--- config.mk ---
export PLATFORM = sky130hd
export DESIGN_NAME = sram_bridge
export DESIGN_NICKNAME = d
export VERILOG_FILES = /design/src/rtl/sram_bridge.sv
export SDC_FILE = /design/constraint.sdc
export NUM_CORES = 1
export LEC_CHECK = 0
export ABC_AREA = 1
export BUFFER_PORTS_ARGS = -buffer_cell sky130_fd_sc_hd__buf_2
export CAP_MARGIN = 20
export CORE_UTILIZATION = 30
export DETAILED_ROUTE_END_ITERATION = 16
export PLACE_DENSITY = 0.61
export SYNTH_ARGS = -nofsm -noshare
export SYNTH_HDL_FRONTEND = slang
export SYNTH_SLANG_ARGS = --single-unit
--- constraint.sdc ---
create_clock -name clk -period 2.26 [get_ports clk]
set_input_delay 0.452 -clock clk [delete_from_list [all_inputs] [get_ports clk]]
set_output_delay 0.452 -clock clk [all_outputs]
set_load 0.02 [all_outputs]
--- src/rtl/sram_bridge.sv ---
module sram_bridge #(
  parameter int ADDR_W    = 20,
  parameter int DATA_W    = 8,
  parameter int PWRUP_CYC = 10000,
  parameter int RD_WAIT   = 2,
  parameter int SETUP_CYC = 1,
  parameter int WE_CYC    = 1,
  parameter int TURN_CYC  = 1
) (
  input  logic              clk,
  input  logic              rst_n,
  input  logic              req_valid,
  input  logic              req_write,
  input  logic [ADDR_W-1:0] req_addr,
  input  logic [DATA_W-1:0] req_wdata,
  output logic              req_ready,
  output logic              rsp_valid,
  output logic [DATA_W-1:0] rsp_rdata,
  output logic              mem_ce_n,
  output logic              mem_we_n,
  output logic              mem_oe_n,
  output logic [ADDR_W-1:0] mem_addr,
  output logic [DATA_W-1:0] mem_dq_out,
  output logic              mem_dq_oe,
  input  logic [DATA_W-1:0] mem_dq_in
);

  function automatic int max2(int a, int b);
    return (a > b) ? a : b;
  endfunction

  localparam int MAXC  = max2(max2(PWRUP_CYC, RD_WAIT), max2(max2(SETUP_CYC, WE_CYC), TURN_CYC));
  localparam int CNT_W = $clog2(MAXC + 1);

  typedef enum logic [2:0] {
    S_PWR, S_IDLE, S_RD_ACC, S_RD_CAP, S_WR_SET, S_WR_PUL, S_WR_REL, S_TURN
  } state_t;

  state_t            state, state_nxt;
  logic [CNT_W-1:0]  cnt, lim_m1;
  logic              cnt_last, accept;
  logic [ADDR_W-1:0] addr_q;
  logic [DATA_W-1:0] wdat_q, rdat_q;

  assign req_ready  = (state == S_IDLE) || (state == S_RD_CAP) || (state == S_WR_REL);
  assign accept     = req_valid && req_ready;
  assign mem_addr   = addr_q;
  assign mem_dq_out = wdat_q;
  assign rsp_rdata  = rdat_q;

  always_comb begin
    case (state)
      S_PWR:    lim_m1 = CNT_W'(PWRUP_CYC - 1);
      S_RD_ACC: lim_m1 = CNT_W'(RD_WAIT - 1);
      S_WR_SET: lim_m1 = CNT_W'(SETUP_CYC - 1);
      S_WR_PUL: lim_m1 = CNT_W'(WE_CYC - 1);
      S_TURN:   lim_m1 = CNT_W'(TURN_CYC - 1);
      default:  lim_m1 = '0;
    endcase
  end

  assign cnt_last = (cnt == lim_m1);

  always_comb begin
    state_nxt = state;
    case (state)
      S_PWR:    if (cnt_last) state_nxt = S_IDLE;
      S_IDLE, S_RD_CAP, S_WR_REL: begin
        if (!accept)        state_nxt = S_IDLE;
        else if (req_write) state_nxt = S_WR_SET;
        else                state_nxt = (state == S_WR_REL) ? S_TURN : S_RD_ACC;
      end
      S_RD_ACC: if (cnt_last) state_nxt = S_RD_CAP;
      S_WR_SET: if (cnt_last) state_nxt = S_WR_PUL;
      S_WR_PUL: if (cnt_last) state_nxt = S_WR_REL;
      S_TURN:   if (cnt_last) state_nxt = S_RD_ACC;
      default:  state_nxt = S_IDLE;
    endcase
  end

  always_ff @(posedge clk or negedge rst_n) begin
    if (!rst_n) begin
      state     <= S_PWR;
      cnt       <= '0;
      mem_ce_n  <= 1'b1;
      mem_we_n  <= 1'b1;
      mem_oe_n  <= 1'b1;
      mem_dq_oe <= 1'b0;
      rsp_valid <= 1'b0;
    end else begin
      state <= state_nxt;
      if (state_nxt != state) cnt <= '0;
      else if (!cnt_last)     cnt <= cnt + 1'b1;
      mem_ce_n  <= !(state_nxt inside {S_RD_ACC, S_WR_SET, S_WR_PUL, S_WR_REL});
      mem_oe_n  <= !(state_nxt == S_RD_ACC);
      mem_we_n  <= !(state_nxt == S_WR_PUL);
      mem_dq_oe <= state_nxt inside {S_WR_SET, S_WR_PUL, S_WR_REL};
      rsp_valid <= state_nxt inside {S_RD_CAP, S_WR_REL};
    end
  end

  always_ff @(posedge clk or negedge rst_n) begin
    if (!rst_n) begin
      addr_q <= '0;
      wdat_q <= '0;
      rdat_q <= '0;
    end else begin
      if (accept) begin
        addr_q <= req_addr;
        wdat_q <= req_wdata;
      end
      if (state == S_RD_ACC && cnt_last) rdat_q <= mem_dq_in;
    end
  end

endmodule

-- Word-level counts from Yosys, hierarchy flattened
Index checks and enable logic that the tools add are counted.
- reduce and logical (&&, ||, !) cells: 12
- equality and inequality tests: 15
- add/sub/neg operators: 1
- muxes and demuxes: 12
- operator list (kind ; count):
    14-bit 2-to-1 mux ; 2
    14-bit case mux with 2 select lines ; 1
    3-bit 2-to-1 mux ; 8
    3-bit equality test, second input constant ; 7
    3-bit case mux with 6 select lines ; 1
    14-bit by 1-bit adder with 14-bit output, second input constant ; 1
    14-bit equality test ; 1
    3-bit by 2-bit equality test with 1-bit output, second input constant ; 4
    4-bit nonzero test ; 1
    3-bit by 1-bit equality test with 1-bit output, second input constant ; 1
    1-bit zero test ; 3
    3-bit zero test ; 1
    3-bit inequality test ; 1
    3-bit nonzero test ; 1
    3-bit OR reduction ; 1
    1-bit logical AND ; 2
    1-bit logical OR ; 2
    2-bit by 1-bit inequality test with 1-bit output, second input constant ; 1
    2-bit nonzero test ; 1
- bits of input ports: 40
- register bits after elaboration: 58
- output and inout bits: 42

-- Logic depth before layout (Yosys ltp)
Gate-level depths: netlist of the first run.
- depth after elaboration: 9
- gate-level depth with buffers: 14
- depth with buffers taken out: 13

-- Worst setup path after synthesis of the first run
OpenSTA, ideal clock, no wires.
- path kind: register to register
- start: reg state[0]
- end: reg cnt[8]
- slack: 0.535 ns
- data required time: 2.191 ns
- cell stages (with the launch flop): 13
- arrival time: 1.656 ns
- buffers on the path: 1
- path through: dfrtp_1 -> inv_2 -> o21ai_2 -> nand2_2 -> or2_1 -> nand2_1 -> inv_1 -> nand3_1 -> nand2_1 -> inv_2 -> nand2_2 -> buf_6 -> nor2_2
- longest elaborated chain between the ends: 8
- elaborated cells between the ends (all ways): 26
- ends and longest elaborated chain (element ; line ; text):
    start: declaration ; 39 ; state_t state, state_nxt;
    start signal: assignment ; 91 ; state <= state_nxt;
    3-bit by 1-bit equality test with 1-bit output / 3-bit by 2-bit equality test with 1-bit output (equally long branches) ; 45 ; assign req_ready = (state == S_IDLE) || (state == S_RD_CAP) || (state == S_WR_REL);
    1-bit logical OR ; 45 ;
    1-bit logical OR (*) ; 45 ;
    via req_ready ; 16 ; output logic req_ready,
    1-bit logical AND (*) ; 46 ; assign accept = req_valid && req_ready;
    3-bit 2-to-1 mux (*) ; 69 ; if (!accept) state_nxt = S_IDLE;
    3-bit case mux with 6 select lines (*) ; 66 ; case (state)
    3-bit inequality test (*) ; 92 ; if (state_nxt != state) cnt <= '0;
    2-bit by 1-bit inequality test with 1-bit output (no line) / 14-bit 2-to-1 mux (equally long branches) ; - ;
    end signal: assignment ; 93 ; else if (!cnt_last) cnt <= cnt + 1'b1;
    end: declaration ; 40 ; logic [CNT_W-1:0] cnt, lim_m1;
The timed path passes the listed nets; every way through them passes the cells marked *.
A chain may end at the register's enable or synchronous reset.

-- Worst setup path after layout of the first run
- start: reg state[0]
- end: reg cnt[1]
- longest elaborated chain between the ends: 8
- elaborated cells between the ends (all ways): 26
- ends and longest elaborated chain (element):
    branches (longest 8 deep; another with 14-bit case mux with 2 select lines)
Several ways; the timed one is not identified.

==> impl_summary.log, run 1 <==
[metrics] status: complete, no violations
[metrics] DIE AREA: 0.00896 mm^2
[metrics] peak supply drop: 0.623 mV
[metrics] grt met3 use: 4.27%
[metrics] Final Hold Violating Endpoints: 0
[metrics] sink count of the clock tree: 58
[metrics] power density normalized to cell area: 1450 mW/mm^2
[metrics] area share of the largest cell type after synthesis: 53.4%
[metrics] final net count: 425
[metrics] cell leakage power: 1.77 nW
[metrics] max-cap viol count: 0
[metrics] Total Routing Usage GR: 14.4%
[metrics] register-to-register path setup slack: 290 ps
[metrics] CTS tree: built
[metrics] FF+latch count, synth: 58
[metrics] placeable core region: 0.00826 mm^2
[metrics] global routing usage on met2: 19.9%
[metrics] routability-driven placement congestion ratio: 0.847
[metrics] clock group share of total power: 22.7%
[metrics] Async SR Flop Fraction: 100%
[metrics] Starting Density: 31.2%
[metrics] DRC viols: 0
[metrics] layout cells sized above 1: 33.2%
[metrics] Fin Setup TNS: 0 ps
[metrics] Max Root-Sink Buffers: 2
[metrics] final setup margin: 288 ps
[metrics] # hold bufs at CTS: 0
[metrics] CP endpoint kind: flip-flop
[metrics] Root Buffer: sky130_fd_sc_hd__clkbuf_8
[metrics] Switching Power: 2.08 mW
[metrics] path class of the lowest-slack min-delay path: primary input to asynchronous set/reset pin
[metrics] wire length per cell after detailed routing: 11.7 um
[metrics] minimum period implied by the final worst setup slack: 1970 ps
[metrics] diode count: 0
[metrics] number of buffers created by CTS: 9
[metrics] startpoint type of the worst setup path: flip-flop
[metrics] count leader, synth: sky130_fd_sc_hd__nand2_1
[metrics] sequential-to-total area share from yosys stat: 56.5%
[metrics] cell count after synthesis: 296
[metrics] maximum number of pins on one net before global-route repair: 40
[metrics] R2R Path Start: state[0]
[metrics] reg-to-reg endpoint: cnt[1]
[metrics] slew of the pin with the lowest slew margin: 490 ps
[metrics] Most used DFF post-synth: sky130_fd_sc_hd__dfrtp_1
[metrics] count of pins on the block boundary: 82
[metrics] data arrival time of the critical path: 2180 ps
[metrics] Sequential Power Share: 34.4%
[metrics] met1 demand-to-capacity share in global routing: 20.2%
[metrics] end of the critical path: cnt[1]
[metrics] placement row count: 33
[metrics] maximum fanout along the worst path: 14
[metrics] required time worst endpoint: 2470 ps
[metrics] Synth Cell Area: 0.00257 mm^2
[metrics] number of flops mapped to enable cells by yosys: 0
[metrics] final cell count without fillers: 494
[metrics] depth of the worst register-to-register path: 12
[metrics] number of detailed-route iterations in the first pass: 4
[metrics] first-pass GRT wire length: 9.67 mm
[metrics] clock edge transition at the registers on the reported setup and hold paths: 70 ps
[metrics] layout overhead on the synthesized area: 29.6%
[metrics] Tcrit/Tclk final: 87.2%
[metrics] clock network latency to the later pin of the worst-skew pair: 340 ps
[metrics] Layout Skew: 9.30 ps
[metrics] achievable frequency: 507 MHz
[metrics] cell types with the largest area share after synthesis: sky130_fd_sc_hd__dfrtp_1 (53%), sky130_fd_sc_hd__nand2_1 (19%), sky130_fd_sc_hd__dfstp_2 (3.1%)
[metrics] crit path kind: flip-flop to flip-flop
[metrics] vias in the first global route: 1952
[metrics] Die Width: 94.6 um
[metrics] biggest area consumer among synthesized cells: sky130_fd_sc_hd__dfrtp_1
[metrics] Vias per Instance: 4.36
[metrics] busiest layer in global routing: met1
[metrics] count of final max-slew check failures: 0
[metrics] Resize count post-CTS: 0
[metrics] Synth warnings: 0
[metrics] fillers: 867
[metrics] share of total power consumed by net switching: 43.0%
[metrics] Die Ht: 94.6 um
[metrics] antenna violation net count after detailed routing: 0
[metrics] Final HPWL DP: 4.07 mm
[metrics] post-synthesis average cell area: 8.70 um^2
[metrics] launching instance or port of the critical path: state[0]
[metrics] Cell variety after synth: 26
[metrics] number of antenna violations at the first check in global routing: 0
[metrics] number of vias after detailed routing: 2153
[metrics] Buffers on Ports: 81
[metrics] combinational cell fraction of total power: 42.9%
[metrics] internal power consumption: 2.75 mW
[metrics] count of H-tree levels built during CTS: 3
[metrics] total nets after synthesis: 337
[metrics] list of most frequent post-synthesis cells: sky130_fd_sc_hd__nand2_1 (132), sky130_fd_sc_hd__dfrtp_1 (55), sky130_fd_sc_hd__nor2_1 (19)
[metrics] final setup fails: 0
[metrics] worst slack, placed: 267 ps
[metrics] setup fix buffers added after clock tree synthesis: 0
[metrics] worst relative slew slack: 67.3%
[metrics] global route overflow: 0
[metrics] iteration-0 DRC count of the detailed router: 102
[metrics] unrepaired setup endpoints after global routing: no
[metrics] routed wire length: 5.80 mm
[metrics] DP Cell Count: 478
flip-flops by register name (all words and copies together), names as in the netlist:
register and flops:
cnt 14, mem_addr 20, mem_ce_n 1, mem_dq_oe 1, mem_dq_out 8, mem_oe_n 1
mem_we_n 1, rsp_rdata 8, rsp_valid 1, state 3
cell type report:
type                            instances  area, um^2  area share (%)
Clock inverter                          6        88.8            2.66
Inverter                               18        67.6            2.02
Multi-Input combinational cell        213        1020            30.4
Clock buffer                           10         138            4.12
Sequential cell                        58        1460            43.6
Tap cell                              105         131            3.94
Timing Repair Buffer                   84         440            13.2
kinds of logic after synthesis:
family | Yosys count | share of synthesized area (%)
buffers and inverters | 25 | 4.03
and+or+nand+nor | 191 | 32.5
adders and majority gates | 1 | 0.486
DFF | 58 | 56.5
xor gates and xnor gates | 12 | 4.08
AOI/OAI and AO/OA | 9 | 2.43
worst max-delay path: stages, from the launching register on:
cell                      delay, ps
sky130_fd_sc_hd__dfrtp_1        460
sky130_fd_sc_hd__inv_2          140
sky130_fd_sc_hd__nand2_2         90
sky130_fd_sc_hd__nor2_4         130
sky130_fd_sc_hd__nand2_1         70
sky130_fd_sc_hd__nand2_1        130
sky130_fd_sc_hd__nand3_4        150
sky130_fd_sc_hd__nand2_4        110
sky130_fd_sc_hd__nand4_1         80
sky130_fd_sc_hd__nand2_1         90
sky130_fd_sc_hd__inv_2           40
sky130_fd_sc_hd__nand2_2        290
sky130_fd_sc_hd__nor2_1          80
through the flow:
stage,hold WS [ps],area [um^2],utilization (%),total power [mW]
floorplan,156,2570,-,3.16
detailed placement,443,3110,37.7,3.78
finish,65.8,3340,40.4,4.83
global route,100,3340,40.4,5.20
global placement,443,3110,37.7,3.75
CTS,75.3,3340,40.4,4.90
worst min path at each step:
stage               start  slack [ps]  depth (start not counted)           end
global route        rst_n         100                          1  rsp_rdata[7]
global placement    rst_n         440                          1  rsp_rdata[5]
floorplan           rst_n         160                          0        cnt[0]
detailed placement  rst_n         440                          1  rsp_rdata[7]
CTS                 rst_n          80                          1  rsp_rdata[7]
finish              rst_n          70                          1        cnt[5]
per-layer routing:
layer,wire (um),up-vias
li1,-,1087
met1,2740,994
met2,2660,63
met3,293,9
met4,110,0
met5,0,-
power by group through the flow:
| stage | sequential, mW | clock, mW | combinational [mW] |
|---|---|---|---|
| finish | 1.66 | 1.10 | 2.07 |
| global route | 1.71 | 1.18 | 2.31 |
| CTS | 1.66 | 1.13 | 2.11 |
| detailed placement | 1.67 | 0 | 2.11 |
| global placement | 1.66 | 0 | 2.08 |
| floorplan | 2.08 | 0 | 1.08 |
placed cells by master, fill, tap and decap left out, drive strengths merged, types with 2 or more instances in the layout:
cell type / netlist / final
clkinvlp: 0 / 2
nand4: 6 / 6
inv: 18 / 19
xor2: 8 / 8
dfrtp: 55 / 55
nand2: 138 / 138
clkbuf: 4 / 10
buf: 3 / 84
xnor2: 4 / 4
nor3: 4 / 4
o21ai: 7 / 7
dfstp: 3 / 3
bufinv: 0 / 2
nor2: 31 / 31
nand3: 11 / 11
Note: power is estimated with default switching activity, not from simulation.
==> inputs of run 2 (changes only) <==
--- a/config.mk
+++ b/config.mk
@@ -5,12 +5,13 @@
 export SDC_FILE = /design/constraint.sdc
 export NUM_CORES = 1
 export LEC_CHECK = 0
-export ABC_AREA = 1
+export ABC_AREA = 0
 export BUFFER_PORTS_ARGS = -buffer_cell sky130_fd_sc_hd__buf_2
 export CAP_MARGIN = 20
 export CORE_UTILIZATION = 30
 export DETAILED_ROUTE_END_ITERATION = 16
-export PLACE_DENSITY = 0.61
+export PLACE_DENSITY = 0.62
+export SLEW_MARGIN = 10
 export SYNTH_ARGS = -nofsm -noshare
 export SYNTH_HDL_FRONTEND = slang
 export SYNTH_SLANG_ARGS = --single-unit
==> constraint.sdc (replaced) <==
create_clock -name clk -period 1.8 [get_ports clk]
set_input_delay 0.36 -clock clk [delete_from_list [all_inputs] [get_ports clk]]
set_output_delay 0.36 -clock clk [all_outputs]
set_load 0.02 [all_outputs]
==> run 2 against run 1 <==
  * Combinational power down 62%
  * Critical endpoint is now cnt[4]
  * Count of clock-buffer cells in the layout up 1
  * Critical path depth down 7
  * First-iteration DRC count up 63%
  * Worst setup slack worse by 210 ps
  * Hold slack worse by 57 ps
  * Largest power group is now registers
  * Flip-flop and latch count unchanged
  * Clock power up 21%
==> impl_summary.log, run 2 <==
[metrics] count leader, synth: sky130_fd_sc_hd__dfrtp_1
[metrics] DRC viols: 0
[metrics] layout cells sized above 1: 56.3%
[metrics] Synth warnings: 0
[metrics] area share of the largest cell type after synthesis: 51.9%
[metrics] number of flops mapped to enable cells by yosys: 0
[metrics] total buffers and inverters traversed by the critical path: 1
[metrics] crit-path leading delay family: simple AND/OR/NAND/NOR gates
[metrics] path class of the lowest-slack min-delay path: primary input to asynchronous set/reset pin
[metrics] number of vias after detailed routing: 2055
[metrics] count of final max-slew check failures: 0
[metrics] diode count: 0
[metrics] Final Hold Violating Endpoints: 0
[metrics] global route overflow: 0
[metrics] Tcrit/Tclk final: 95.7%
[metrics] minimum period implied by the final worst setup slack: 1720 ps
[metrics] biggest area consumer among synthesized cells: sky130_fd_sc_hd__dfrtp_1
[metrics] DIE AREA: 0.00921 mm^2
[metrics] cell leakage power: 1.81 nW
[metrics] count of H-tree levels built during CTS: 3
[metrics] data arrival time of the critical path: 1940 ps
[metrics] slowest cell delay on critical path: 460 ps
[metrics] crit path kind: flip-flop to flip-flop
[metrics] maximum fanout along the worst path: 9
[metrics] placement row count: 33
[metrics] Final HPWL DP: 4.05 mm
[metrics] Vias per Instance: 4.78
[metrics] number of antenna violations at the first check in global routing: 0
[metrics] number of detailed-route iterations in the first pass: 4
[metrics] placeable core region: 0.00838 mm^2
[metrics] Starting Density: 31.6%
[metrics] worst relative slew slack: 74.1%
[metrics] Cell variety after synth: 43
[metrics] Async SR Flop Fraction: 100%
[metrics] number of buffers created by CTS: 9
[metrics] layout overhead on the synthesized area: 35.6%
[metrics] total nets after synthesis: 252
[metrics] max-cap viol count: 0
[metrics] unrepaired setup endpoints after global routing: no
[metrics] iteration-0 DRC count of the detailed router: 166
[metrics] CP endpoint kind: flip-flop
[metrics] final net count: 361
[metrics] sink count of the clock tree: 58
[metrics] Max Root-Sink Buffers: 2
[metrics] Largest register FFs: 20
[metrics] Fin Setup TNS: 0 ps
[metrics] Synth Cell Area: 0.00265 mm^2
[metrics] wire length per cell after detailed routing: 13.5 um
[metrics] count of pins on the block boundary: 82
[metrics] worst slack, placed: -32.4 ps
[metrics] top library cells by usage in the layout, fill and taps aside: sky130_fd_sc_hd__buf_2 (81), sky130_fd_sc_hd__dfrtp_1 (52), sky130_fd_sc_hd__mux2_2 (36)
[metrics] vias in the first global route: 1967
[metrics] status: complete, no violations
[metrics] list of most frequent post-synthesis cells: sky130_fd_sc_hd__dfrtp_1 (55), sky130_fd_sc_hd__mux2_2 (36), sky130_fd_sc_hd__xnor2_1 (10)
[metrics] post-synthesis average cell area: 12.6 um^2
[metrics] Final Hold Slack: 8.39 ps
[metrics] antenna violation net count after detailed routing: 0
[metrics] achievable frequency: 581 MHz
[metrics] cell types with the largest area share after synthesis: sky130_fd_sc_hd__dfrtp_1 (52%), sky130_fd_sc_hd__mux2_2 (15%), sky130_fd_sc_hd__xnor2_1 (3.3%)
[metrics] final setup margin: 77.6 ps
[metrics] startpoint type of the worst setup path: flip-flop
[metrics] CTS tree: built
[metrics] slew of the pin with the lowest slew margin: 384 ps
[metrics] cell type of the slowest stage on the worst timing path: sky130_fd_sc_hd__dfrtp_2
[metrics] clock network latency to the later pin of the worst-skew pair: 340 ps
[metrics] peak supply drop: 0.361 mV
[metrics] power density normalized to cell area: 1040 mW/mm^2
[metrics] first-pass GRT wire length: 9.00 mm
[metrics] Most used DFF post-synth: sky130_fd_sc_hd__dfrtp_1
[metrics] cell count after synthesis: 211
[metrics] most common cell after layout, fill and taps aside: sky130_fd_sc_hd__buf_2
[metrics] Root Buffer: sky130_fd_sc_hd__clkbuf_8
[metrics] maximum number of pins on one net before global-route repair: 59
[metrics] Total Routing Usage GR: 13.1%
[metrics] clock edge transition at the registers on the reported setup and hold paths: 70 ps
[metrics] Buffers on Ports: 81
[metrics] routed wire length: 5.83 mm
[metrics] FF+latch count, synth: 58
[metrics] Layout Skew: 6.11 ps
[metrics] final setup fails: 0
[metrics] Die Width: 96.0 um
[metrics] required time worst endpoint: 2020 ps
[metrics] Die Ht: 96.0 um
[metrics] routability-driven placement congestion ratio: 0.829
[metrics] sequential-to-total area share from yosys stat: 54.9%
[metrics] utilization after layout: 42.9%
[metrics] ordered list of cells on the worst path: o21ai_0 -> and4_4 -> and3_4 -> buf_4 -> o22ai_1
run 2: kinds of logic (layout without fill, tap and decap cells):
kind of cell | count (synthesis) | count (layout) | share of synthesized area [%]
xor+xnor | 12 | 12 | 3.97
compound gates | 33 | 33 | 9.87
mux | 36 | 36 | 15.3
buf+inv | 16 | 130 | 3.97
fa+ha+maj | 1 | 1 | 0.472
simple gates | 55 | 55 | 11.5
flops | 58 | 58 | 54.9
run 2: power breakdown:
| group | internal, mW | total (mW) | switching (mW) | leakage, nW |
|---|---|---|---|---|
| Clock | 0.812 | 1.33 | 0.520 | 0.109 |
| Sequential | 1.46 | 1.62 | 0.159 | 0.764 |
| Combinational | 0.403 | 0.796 | 0.393 | 0.934 |
| Total | 2.68 | 3.75 | 1.07 | 1.81 |
run 2: area by class of cell:
cell class	count	area, um^2
timing repair buffer	108	658
tap	105	131
multi-input combinational	137	1100
fill	746	4790
inverter	6	22.5
clock inverter	5	77.6
clock buffer	11	141
sequential	58	1460
run 2: path summary, 6_finish.rpt:
| check | startpoint | to | slack (ps) | depth (start not counted) |
|---|---|---|---|---|
| max | state[2] | cnt[4] | 80 | 5 |
| min | rst_n | cnt[7] | 8 | 2 |
| max reg2reg | state[2] | cnt[4] | 80 | 5 |
| min reg2reg | mem_addr[6] | mem_addr[6] | 500 | 1 |
| max in group asynchronous | rst_n | mem_ce_n | 1480 | 2 |
| min in group clk | req_wdata[4] | mem_dq_out[4] | 250 | 2 |
run 2: repair_timing:
action / 4_1_cts / 5_1_grt
hold endpoints to repair: 0 / 0
pin swaps: 1 / 0
setup buffers: 3 / 2
gates resized for setup: 0 / 7
hold buffers: 0 / 0
endpoints found under the setup margin: 1 / 25
run 2: per-layer routing:
| metal | GRT usage (%) | wire length (um) |
|---|---|---|
| met5 | 0 | 0 |
| met4 | 7.59 | 149 |
| met3 | 4.98 | 566 |
| met2 | 21.6 | 2680 |
| met1 | 14.2 | 2430 |
run 2: through the flow:
stage | power, mW | cell area [um^2] | cells
final | 3.75 | 3590 | 430
after floorplan | 2.08 | 2650 | 211
after global routing | 3.95 | 3590 | 430
after CTS | 3.77 | 3560 | 428
after global placement | 2.39 | 3310 | 409
after detailed placement | 2.42 | 3310 | 409
==> inputs of run 3 (changes only) <==
==> constraint.sdc (replaced) <==
create_clock -name clk -period 1.8 [get_ports clk]
set_input_delay 0.36 -clock clk [delete_from_list [all_inputs] [get_ports clk]]
set_output_delay 0.36 -clock clk [all_outputs]
set_load 0.01 [all_outputs]
==> run 3 against run 2 <==
  * First-iteration DRC count decreased by 36%
  * Sequential power about the same
  * Register-to-register slack about the same
  * Maximum frequency increased by 0.50%
  * Largest power group unchanged
  * Highest routed layer unchanged
==> impl_summary.log, run 3 (same netlist as run 2, synthesis figures left out) <==
[metrics] peak supply drop: 0.368 mV
[metrics] first-pass GRT wire length: 8.80 mm
[metrics] unrepaired setup endpoints after global routing: no
[metrics] power density normalized to cell area: 1050 mW/mm^2
[metrics] max-cap viol count: 0
[metrics] path class of the lowest-slack min-delay path: primary input to asynchronous set/reset pin
[metrics] DIE AREA: 0.00921 mm^2
[metrics] count of final max-slew check failures: 0
[metrics] global route overflow: 0
[metrics] CTS tree: built
[metrics] maximum number of pins on one net before global-route repair: 59
[metrics] Buffers on Ports: 81
[metrics] placeable core region: 0.00838 mm^2
[metrics] Vias per Instance: 4.84
[metrics] crit path kind: flip-flop to flip-flop
[metrics] worst relative slew slack: 73.6%
[metrics] fillers: 782
[metrics] routed wire length: 5.65 mm
[metrics] CP endpoint kind: flip-flop
[metrics] count of H-tree levels built during CTS: 3
[metrics] layout overhead on the synthesized area: 33.6%
[metrics] top library cells by usage in the layout, fill and taps aside: sky130_fd_sc_hd__buf_2 (81), sky130_fd_sc_hd__dfrtp_1 (54), sky130_fd_sc_hd__mux2_2 (36)
[metrics] Final HPWL DP: 4.09 mm
[metrics] DRC viols: 0
[metrics] achievable frequency: 583 MHz
[metrics] final setup fails: 0
[metrics] Fin Setup TNS: 0 ps
[metrics] wire length per cell after detailed routing: 13.3 um
[metrics] clock edge transition at the registers on the reported setup and hold paths: 60 ps
[metrics] Post-Place Cell Area: 0.00330 mm^2
[metrics] status: complete, no violations
[metrics] vias in the first global route: 1962
[metrics] DP Cell Count: 408
[metrics] antenna violation net count after detailed routing: 0
[metrics] sink count of the clock tree: 58
[metrics] final net count: 356
[metrics] number of vias after detailed routing: 2056
[metrics] internal power consumption: 2.69 mW
[metrics] startpoint type of the worst setup path: flip-flop
[metrics] Max Root-Sink Buffers: 2
[metrics] layout cells sized above 1: 55.0%
[metrics] placement row count: 33
[metrics] cell area after layout: 0.00354 mm^2
[metrics] Tcrit/Tclk final: 95.2%
[metrics] Largest register FFs: 20
[metrics] depth of the worst register-to-register path: 5
[metrics] maximum fanout along the worst path: 8
[metrics] clock network latency to the later pin of the worst-skew pair: 330 ps
[metrics] count of pins on the block boundary: 82
[metrics] utilization after layout: 42.2%
[metrics] Total Routing Usage GR: 12.6%
[metrics] data arrival time of the critical path: 1920 ps
[metrics] slew of the pin with the lowest slew margin: 393 ps
[metrics] routability-driven placement congestion ratio: 0.808
[metrics] Die Ht: 96.0 um
[metrics] number of buffers created by CTS: 9
[metrics] final cell count without fillers: 425
[metrics] cell leakage power: 1.78 nW
[metrics] iteration-0 DRC count of the detailed router: 107
[metrics] Layout Skew: 5.64 ps
[metrics] number of antenna violations at the first check in global routing: 0
[metrics] Final Hold Violating Endpoints: 0
[metrics] Starting Density: 31.6%
[metrics] diode count: 0
[metrics] minimum period implied by the final worst setup slack: 1710 ps
[metrics] total chip power: 3.72 mW
[metrics] Switching Power: 1.03 mW
[metrics] Die Width: 96.0 um
[metrics] Root Buffer: sky130_fd_sc_hd__clkbuf_8
[metrics] number of detailed-route iterations in the first pass: 4
[metrics] required time worst endpoint: 2010 ps
[metrics] share of total power consumed by net switching: 27.6%
[metrics] combinational cell fraction of total power: 21.3%
[metrics] most common cell after layout, fill and taps aside: sky130_fd_sc_hd__buf_2
[metrics] clock group share of total power: 35.2%
[metrics] Sequential Power Share: 43.5%
[run 3: metrics by stage]
stage               setup WS, ps  hold WS (ps)
finish                      86.1          18.9
CTS                         36.5          18.7
floorplan                   14.4          64.4
global placement            80.8           389
global route                6.65          39.2
detailed placement          47.6           388
[run 3: worst max-delay path: stages (launching register included)]
cell                       delay [ps]
sky130_fd_sc_hd__dfrtp_1          400
sky130_fd_sc_hd__nor4_2           260
sky130_fd_sc_hd__buf_4            150
sky130_fd_sc_hd__and4_1           280
sky130_fd_sc_hd__and3_2           380
sky130_fd_sc_hd__a211oi_2         110
[run 3: final cells by class]
class | count | area, um^2 | area share (%)
clock inverter | 5 | 77.6 | 2.19
clock buffer | 11 | 141 | 3.99
timing repair buffer | 102 | 601 | 17.0
tap | 105 | 131 | 3.71
sequential | 58 | 1460 | 41.1
inverter | 6 | 22.5 | 0.636
multi-input combinational | 138 | 1110 | 31.4
[run 3: timing repair]
item,in CTS,in global routing
cloned,0,1
endpoints found under the setup margin,1,21
pin swaps,0,1
gates resized for setup,1,5
hold buffers,0,0
buffers inserted,0,0
[run 3: worst paths after layout]
path	start	to	slack [ps]
setup reg to reg	cnt[4]	cnt[11]	90
setup / recovery	cnt[4]	cnt[11]	90
max in group asynchronous	rst_n	mem_ce_n	1470
hold reg to reg	mem_addr[1]	mem_addr[1]	500
min in group clk	req_wdata[4]	mem_dq_out[4]	250
hold / removal	rst_n	mem_addr[0]	20
[run 3: power by group through the flow]
stage          logic, mW  clock network (mW)  registers (mW)
2_1_floorplan      0.403                   0            1.65
3_3_place_gp       0.764                   0            1.63
3_5_place_dp       0.785                   0            1.63
4_1_cts            0.785                1.35            1.61
5_1_grt            0.866                1.40            1.64
6_report           0.791                1.31            1.62
[run 3: routing by layer]
| metal | GRT usage [%] | vias to the layer above | wire [um] |
|---|---|---|---|
| met3 | 4.82 | 5 | 536 |
| met2 | 20.3 | 93 | 2570 |
| met4 | 5.97 | 0 | 34 |
| li1 | - | 981 | - |
| met5 | 0 | - | 0 |
| met1 | 14.7 | 977 | 2510 |
